[src/rtl/tpc_pkg.sv]
package tpc_pkg;

    typedef enum logic [2:0] {
        ACT_HOLD,
        ACT_LOAD,
        ACT_TO_ACTIVE,
        ACT_TO_IDLE,
        ACT_FLIP
    } tpc_act_e;

    typedef struct packed {
        logic level;
    } tpc_level_t;

    typedef struct packed {
        logic drive;
    } tpc_gate_t;

endpackage

[src/rtl/tpc_event_decode.sv]
module tpc_event_decode
    import tpc_pkg::*;
(
    input  logic     set_ev,
    input  logic     clr_ev,
    input  logic     tgl_ev,
    input  logic     pwm_mode,
    input  logic     tmr_oe,
    input  logic     sw_we,
    output tpc_act_e act
);

    always_comb begin
        act = ACT_HOLD;
        if (!tmr_oe) begin
            // software owns the level; channel pulses are dropped
            if (sw_we) act = ACT_LOAD;
        end else if (pwm_mode) begin
            // clear has priority over set
            if (clr_ev)      act = ACT_TO_IDLE;
            else if (set_ev) act = ACT_TO_ACTIVE;
        end else begin
            if (tgl_ev) act = ACT_FLIP;
        end
    end

endmodule

[src/rtl/tpc_level_reg.sv]
module tpc_level_reg
    import tpc_pkg::*;
#(
    parameter logic RST_LEVEL = 1'b0
) (
    input  logic     clk,
    input  logic     rst_n,
    input  tpc_act_e act,
    input  logic     pol_low,
    input  logic     sw_wdata,
    output logic     level
);

    tpc_level_t st_d, st_q;

    always_comb begin
        st_d = st_q;
        unique case (act)
            ACT_LOAD:      st_d.level = sw_wdata;
            ACT_TO_ACTIVE: st_d.level = ~pol_low;
            ACT_TO_IDLE:   st_d.level = pol_low;
            ACT_FLIP:      st_d.level = ~st_q.level;
            default:       st_d.level = st_q.level;
        endcase
    end

    always_ff @(posedge clk) begin
        if (!rst_n) st_q <= '{level: RST_LEVEL};
        else        st_q <= st_d;
    end

    assign level = st_q.level;

    assert_hold_keeps_level_R9: assert property (@(posedge clk) disable iff (!rst_n)
        (act == ACT_HOLD) |=> $stable(level));

    assert_active_drive_R6: assert property (@(posedge clk) disable iff (!rst_n)
        (act == ACT_TO_ACTIVE) |=> (level == !$past(pol_low)));

    assert_idle_drive_R7: assert property (@(posedge clk) disable iff (!rst_n)
        (act == ACT_TO_IDLE) |=> (level == $past(pol_low)));

    assert_flip_R10: assert property (@(posedge clk) disable iff (!rst_n)
        (act == ACT_FLIP) |=> (level != $past(level)));

    assert_load_R3: assert property (@(posedge clk) disable iff (!rst_n)
        (act == ACT_LOAD) |=> (level == $past(sw_wdata)));

endmodule

[src/rtl/tpc_pin_gate.sv]
module tpc_pin_gate
    import tpc_pkg::*;
(
    input  logic clk,
    input  logic rst_n,
    input  logic port_oe,
    output logic pin_oe
);

    tpc_gate_t gt_d, gt_q;

    always_comb begin
        gt_d       = gt_q;
        gt_d.drive = port_oe;
    end

    always_ff @(posedge clk) begin
        if (!rst_n) gt_q <= '{drive: 1'b0};
        else        gt_q <= gt_d;
    end

    assign pin_oe = gt_q.drive;

    assert_float_until_enabled_R2: assert property (@(posedge clk) disable iff (!rst_n)
        !port_oe |=> !pin_oe);

endmodule

[src/rtl/tmr_pin_ctrl.sv]
module tmr_pin_ctrl
    import tpc_pkg::*;
#(
    parameter logic RST_LEVEL = 1'b0
) (
    input  logic clk,
    input  logic rst_n,
    input  logic set_ev,
    input  logic clr_ev,
    input  logic tgl_ev,
    input  logic pwm_mode,
    input  logic pol_low,
    input  logic tmr_oe,
    input  logic sw_we,
    input  logic sw_wdata,
    input  logic port_oe,
    output logic pin_o,
    output logic pin_oe
);

    tpc_act_e act;
    logic     level;

    tpc_event_decode u_decode (
        .set_ev   (set_ev),
        .clr_ev   (clr_ev),
        .tgl_ev   (tgl_ev),
        .pwm_mode (pwm_mode),
        .tmr_oe   (tmr_oe),
        .sw_we    (sw_we),
        .act      (act)
    );

    tpc_level_reg #(.RST_LEVEL(RST_LEVEL)) u_level (
        .clk      (clk),
        .rst_n    (rst_n),
        .act      (act),
        .pol_low  (pol_low),
        .sw_wdata (sw_wdata),
        .level    (level)
    );

    tpc_pin_gate u_gate (
        .clk     (clk),
        .rst_n   (rst_n),
        .port_oe (port_oe),
        .pin_oe  (pin_oe)
    );

    assign pin_o = level;

    assert_reset_clears_R1: assert property (@(posedge clk)
        !rst_n |=> (pin_oe == 1'b0 && pin_o == RST_LEVEL));

    assert_sw_blocked_R4: assert property (@(posedge clk) disable iff (!rst_n)
        (tmr_oe && !set_ev && !clr_ev && !tgl_ev) |=> $stable(pin_o));

    assert_events_blocked_R5: assert property (@(posedge clk) disable iff (!rst_n)
        (!tmr_oe && !sw_we) |=> $stable(pin_o));

    assert_clear_wins_R8: assert property (@(posedge clk) disable iff (!rst_n)
        (tmr_oe && pwm_mode && set_ev && clr_ev) |=> (pin_o == $past(pol_low)));

    assert_toggle_ignored_pwm_R11: assert property (@(posedge clk) disable iff (!rst_n)
        (tmr_oe && pwm_mode && !set_ev && !clr_ev) |=> $stable(pin_o));

endmodule

[config.mk]
export PLATFORM = sky130hd
export DESIGN_NAME = tmr_pin_ctrl
export DESIGN_NICKNAME = d
export VERILOG_FILES = /design/src/rtl/tpc_pkg.sv /design/src/rtl/tpc_event_decode.sv /design/src/rtl/tpc_level_reg.sv /design/src/rtl/tpc_pin_gate.sv /design/src/rtl/tmr_pin_ctrl.sv
export SDC_FILE = /design/constraint.sdc
export NUM_CORES = 1
export LEC_CHECK = 0
export BUFFER_PORTS_ARGS = -buffer_cell sky130_fd_sc_hd__buf_2
export CELL_PAD_IN_SITES_DETAIL_PLACEMENT = 1
export CELL_PAD_IN_SITES_GLOBAL_PLACEMENT = 1
export CORE_AREA = 10 10 47 49
export CTS_BUF_LIST = sky130_fd_sc_hd__clkbuf_16
export DETAILED_ROUTE_END_ITERATION = 6
export DIE_AREA = 0 0 57 59
export MAX_ROUTING_LAYER = met4
export PLACE_DENSITY_LB_ADDON = 0.3
export SLEW_MARGIN = 20
export SYNTH_ARGS = -nofsm -noshare
export SYNTH_HDL_FRONTEND = slang
export SYNTH_SLANG_ARGS = --single-unit
[constraint.sdc]
create_clock -name clk -period 0.95 [get_ports clk]
set_input_delay 0.095 -clock clk [delete_from_list [all_inputs] [get_ports clk]]
set_output_delay 0.095 -clock clk [all_outputs]
set_load 0.05 [all_outputs]
Word-level counts from Yosys, hierarchy flattened
Cells that the tools add are included.

storage, ports and cells
  output and inout bits = 2
  input port bits = 11
  flip-flop bits (word level) = 2
  word-level logic and storage cells = 16

operators by class
  reductions and logical operators = 1
  equal/unequal tests = 4
  bitwise gates (word level) = 2
  mux-type cells = 7

operator list
  cell                                            count
  2-to-1 mux 3 bit                                4
  == test 3 x 2 -> 1 bit (second input constant)  2
  one-hot mux 1 bit (4 select lines)              1
  nonzero test 4 bit                              1
  == test 3 x 1 -> 1 bit (second input constant)  1
  == test 3 bit (second input constant)           1
  2-to-1 mux 2 bit                                1
  NOT 1 bit                                       2
  2-to-1 mux 1 bit                                1

Logic depth before layout (Yosys ltp)
Gate-level depths: netlist (run 1).

  depth in word-level cells = 6
  gate-level depth with buffers = 3
  gate-level depth less buffers = 3

Modules after synthesis
Synthesis (run 1) repeated with hierarchy kept, for this count alone.

second synthesis, totals
  cells, all modules = 21
  area, all modules = 153.9 µm²

modules (own cells, without submodules)
  module            area each (µm²)  instances  cells an instance  sequential area each (µm²)
  tpc_level_reg     96.3             1          13                 20.0
  tpc_event_decode  31.3             1          6                  0.0
  tpc_pin_gate      26.3             1          2                  20.0

Least setup slack after synthesis (run 1)
No wires, ideal clock.

  path type = register to register
  start point = register u_level.st_q, in the netlist u_level.level
  end point = register u_level.st_q, in the netlist u_level.level
  period minus slack after synthesis = 1.197 ns
  data arrival time = 1.106 ns
  library setup time = 0.091 ns
  stages on the path, launching flop included = 3
  data required time = 0.859 ns
  slack = -0.247 ns
  path through = dfxtp_1 -> o311ai_0 -> a311oi_1

between the ends
  longest elaborated chain between the ends = 2

ends and longest elaborated chain
  item                                line                 text
  start: declaration                  tpc_level_reg.sv:14  tpc_level_t st_d, st_q;
  start signal: assignment            tpc_level_reg.sv:28  if (!rst_n) st_q <= '{level: RST_LEVEL};
  start signal: assignment            tpc_level_reg.sv:29  else st_q <= st_d;
  NOT 1 bit                           tpc_level_reg.sv:22  ACT_FLIP: st_d.level = ~st_q.level;
  one-hot mux 1 bit (4 select lines)  tpc_level_reg.sv:18  unique case (act)

Every way passes these cells.
A chain may end at the register's enable or synchronous reset.

Worst setup path in the final report (run 1)
  start point = register u_level.st_q, in the netlist u_level.level
  end point = output pin_o

RTL lines
  item              line                text
  end: declaration  tmr_pin_ctrl.sv:17  output logic pin_o,

No word-level cell between the ends.

==> impl_metrics.ini, run 1 <==
[routing]
drc = 0
detail-route-antenna-nets = 0
drt_iter0_markers = 1
num_vias = 180
avgViaCountPerCell = 4.00
wl_per_cell_um = 13.0
dr.pass1.iters = 2
drt-total-wl_um = 584

[synth]
yosys_register_bits = 2
postSynthAreaPerCell_sq_um = 9.14
ys.flop_type = dfxtp_1
synth_cell_types = 11
yosys.area.top_type = dfxtp_1
ys_seq_area_share_pct = 33.7
synth_fp_nets = 24
synthArstFlopShare_pct = 0
yosysWarnings = 0
synthTopCellsByCount = 2 x dfxtp_1, 2 x o311ai_0
postSynthCellCount = 13
synth_area_leaders = dfxtp_1 34%, o311ai_0 15%, a311oi_1 7.4%
synth_top_area_share_pct = 33.7
synth_edf_count = 0
synth_area_sq_um = 119

[finish]
layout-drive-gt1-share_pct = 62.1
final_nets = 41
area_delta_synth_final_pct = 145
stdcell_count = 45
antenna_cells = 0
fillCellCount = 174

[die]
die_h_um = 59
core-area_sq_mm = 0.00140
num_rows = 14
fp.dieArea_sq_mm = 0.00336
die_x_um = 57
start_util_pct = 8.48
ioPinCount = 13

[global_route]
grt_overflow = 0
first_global_vias = 218
grtUsageTotal_pct = 3.99
antenna_found_initial = 0
grt_max_degree = 6
grt_pass1_wl_um = 945

[sta]
max_clock_freq_mhz = 1120
rsz0062_at_grt = no
slew_viol_final = 0
layout_setup_ws_ps = 53.2
hold_slack_ps = 100
report.final.hold_viol_count = 0
relSlewSlack_pct = 83.3
fin_crit_ps = 897
min_period_over_period_pct = 94.4
clock_skew_ps = 0
worstMarginPinSlew_ps = 246
setup_violations = 0
finalSetupTns_ps = 0

[cts]
postCtsHoldBufs = 0
clk_path_buf_depth = 2
cts_buffers = 3
cts_sinks = 2
clkTransAtPathRegs_ps = 30
worstSkewPairLatency_ps = 220
cts_tree = done
cts_resized = 0
post_cts_buffers = 0
cts-root-buf = clkbuf_16
htree_levels = 1

[setup_path]
crit_arrival_ps = 800
crit_buf_inv = 1
crit_path_cell_trace = clkbuf_4
cp-start-kind = register
path_max_fanout = 4
cp_top_family = flip-flops
worstPathRequired_ps = 850
critical_path_class = reg2out
slowest_stage = dfxtp_4
slowest_delay_ps = 350
end_kind = output pin

[placement]
gp_congestion = 0.662
place_worst_setup_slack_ps = 16.6
dpl.cell_count = 41
numPortBuffers = 12

[power]
power.density_mw_per_mm2 = 2830
leakage_nw = 0.134
power.total_uw = 825
ir_drop_mv = 0.831

[run]
maxCapViolCount = 0

[run_status]
status = complete, no violations

[hold_path]
hold_class = in2reg
-- cell families after synthesis --
| group | count (synthesis) | share of synthesized area [%] |
|---|---|---|
| compound gates | 4 | 26.3 |
| flops | 2 | 33.7 |
| simple gates | 6 | 36.9 |
| buf+inv | 1 | 3.15 |
-- flip-flops by register name, summed over array words and instances, names as in the netlist --
signal         flops
u_level.level      1
u_gate.pin_oe      1
-- power breakdown --
part,internal (mW),switching [mW],total (mW)
Combinational,0.0364,0.0468,0.0831
Clock,0.542,0.103,0.645
Sequential,0.0916,0.00573,0.0973
Total,0.669,0.156,0.825
-- cells in the final DEF (no fill, tap or decap), drive strengths merged --
master	synthesis	layout
nand3b	1	1
o311ai	2	2
or3b	1	1
dfxtp	2	2
inv	1	2
a21oi	1	1
clkbuf	0	4
a311oi	1	1
nand2b	1	1
or2	1	1
nand4b	1	1
and2	1	1
buf	0	11
-- final timing paths --
path                 start            end  slack (ps)  depth (start not counted)
max          u_level.level          pin_o          50                          1
min               pwm_mode  u_level.level         100                          2
max reg2reg  u_level.level  u_level.level          60                          2
min reg2reg  u_level.level  u_level.level         560                          2
-- through the flow --
| step | util (%) | area, sq um |
|---|---|---|
| 2_1_floorplan | - | 123 |
| 3_3_place_gp | 14.5 | 203 |
| 3_5_place_dp | 14.5 | 203 |
| 4_1_cts | 20.1 | 282 |
| 5_1_grt | 20.8 | 292 |
| 6_report | 20.8 | 292 |
-- cell type report --
class	count	area (sq um)	area share, %
Multi-Input combinational cell	10	82.6	28.3
Clock buffer	3	75.1	25.8
Timing Repair Buffer	12	62.6	21.5
Sequential cell	2	43.8	15.0
Tap cell	16	20.0	6.87
Clock inverter	1	3.75	1.29
Inverter	1	3.75	1.29
-- per-layer routing --
metal  vias to the layer above  wire length, um  track usage (%)
met2                        15              225             4.96
met4                         0                0             3.02
met5                         -                0                -
met1                        81              250             3.08
li1                         84                -                -
met3                         0              107             4.94
Power figures use the tool's default switching activity.
==> inputs of run 2 (changes only) <==
--- a/config.mk
+++ b/config.mk
@@ -14,6 +14,7 @@
 export DIE_AREA = 0 0 57 59
 export MAX_ROUTING_LAYER = met4
 export PLACE_DENSITY_LB_ADDON = 0.3
+export REMOVE_ABC_BUFFERS = 1
 export SLEW_MARGIN = 20
 export SYNTH_ARGS = -nofsm -noshare
 export SYNTH_HDL_FRONTEND = slang
==> impl_metrics.ini, run 2 (synthesis gave the netlist of run 1 again) <==
[run_status]
status = complete, no violations

[routing]
avgViaCountPerCell = 3.82
drt_iter0_markers = 2
detail-route-antenna-nets = 0
wl_per_cell_um = 12.5
dr.pass1.iters = 2
drc = 0
num_vias = 168
drt-total-wl_um = 551

[placement]
dpl.cell_count = 41
gp_congestion = 0.668
numPortBuffers = 12
postPlaceCellArea_sq_um = 199
place_worst_setup_slack_ps = -28.8

[die]
core-area_sq_mm = 0.00140
fp.dieArea_sq_mm = 0.00336
die_x_um = 57
ioPinCount = 13
start_util_pct = 8.48
num_rows = 14
die_h_um = 59

[setup_path]
critical_path_class = reg2reg
worstPathRequired_ps = 1060
cp-start-kind = register
crit_arrival_ps = 1020
end_kind = register
path_max_fanout = 4

[sta]
report.final.hold_viol_count = 0
max_clock_freq_mhz = 1100
hold_slack_ps = 83.5
rsz0062_at_grt = no
slew_viol_final = 0
fin_crit_ps = 911
layout_setup_ws_ps = 38.9
worstMarginPinSlew_ps = 237
relSlewSlack_pct = 83.9
setup_violations = 0
clock_skew_ps = 0
min_period_over_period_pct = 95.9

[run]
maxCapViolCount = 0

[finish]
antenna_cells = 0
stdcell_count = 44
final_common_cell = buf_2
fillCellCount = 180
final_cell_mix = 11 x buf_2, 3 x clkbuf_16
final_nets = 41
final_area_sq_um = 285
area_delta_synth_final_pct = 140
layout-drive-gt1-share_pct = 64.3
post-route-util_pct = 20.4

[global_route]
grt_max_degree = 6
grtUsageTotal_pct = 3.76
antenna_found_initial = 0
grt_overflow = 0
first_global_vias = 211
grt_pass1_wl_um = 883

[cts]
cts_sinks = 2
post_cts_buffers = 0
htree_levels = 1
cts_buffers = 3
clkTransAtPathRegs_ps = 30
worstSkewPairLatency_ps = 220
cts-root-buf = clkbuf_16
cts_tree = done
postCtsHoldBufs = 0
clk_path_buf_depth = 2

[power]
leakage_nw = 0.128
ir_drop_mv = 0.376
power.density_mw_per_mm2 = 2830

[hold_path]
hold_class = in2reg
==> run 2: cell types whose count changed in the layout (fill, tap and decap cells not counted), sizes merged <==
cell and delta:
buf +1, inv -1, clkbuf -1
==> run 2: power breakdown <==
group | internal, mW | total [mW] | switching, mW
Sequential | 0.0922 | 0.0975 | 0.00526
Clock | 0.535 | 0.627 | 0.0917
Combinational | 0.0363 | 0.0827 | 0.0464
==> run 2: stage by stage <==
| step | power, mW | setup TNS (ps) |
|---|---|---|
| floorplan | 0.136 | -247 |
| global placement | 0.171 | 0 |
| detailed placement | 0.173 | -28.8 |
| CTS | 0.820 | 0 |
| global route | 0.838 | 0 |
| finish | 0.807 | 0 |
==> run 2: critical path, stage by stage, from the launching register on <==
cell	delay, ps
dfxtp_2	330
nand4b_1	110
o311ai_2	100
a311oi_1	270
==> run 2: repair_timing <==
| action | 4_1_cts | 5_1_grt |
|---|---|---|
| pin swaps | 0 | 1 |
| setup endpoints to repair | 2 | 1 |
| resized for setup | 2 | 3 |
==> run 2: cell type report <==
type                    count  area, sq um  area share, %
clock buffers               3         75.1           26.3
inverters                   1         3.75           1.32
multi-input cells          10         82.6           28.9
flip-flops and latches      2         41.3           14.5
well taps                  16         20.0           7.02
repair buffers             12         62.6           21.9
==> run 2: routing by layer <==
layer | vias up | track usage [%] | wire length [um]
li1 | 83 | - | -
met4 | 0 | 3.02 | 0
met5 | - | - | 0
met2 | 13 | 3.88 | 182
met1 | 72 | 4.35 | 317
met3 | 0 | 3.00 | 51
==> run 2: worst paths after layout <==
kind / start / cells past startpoint / slack (ps) / end
worst max-delay path: u_level.level / 3 / 40 / u_level.level
worst min-delay path: port_oe / 2 / 80 / u_gate.pin_oe
worst max register to register: u_level.level / 3 / 40 / u_level.level
worst min register to register: u_level.level / 2 / 550 / u_level.level
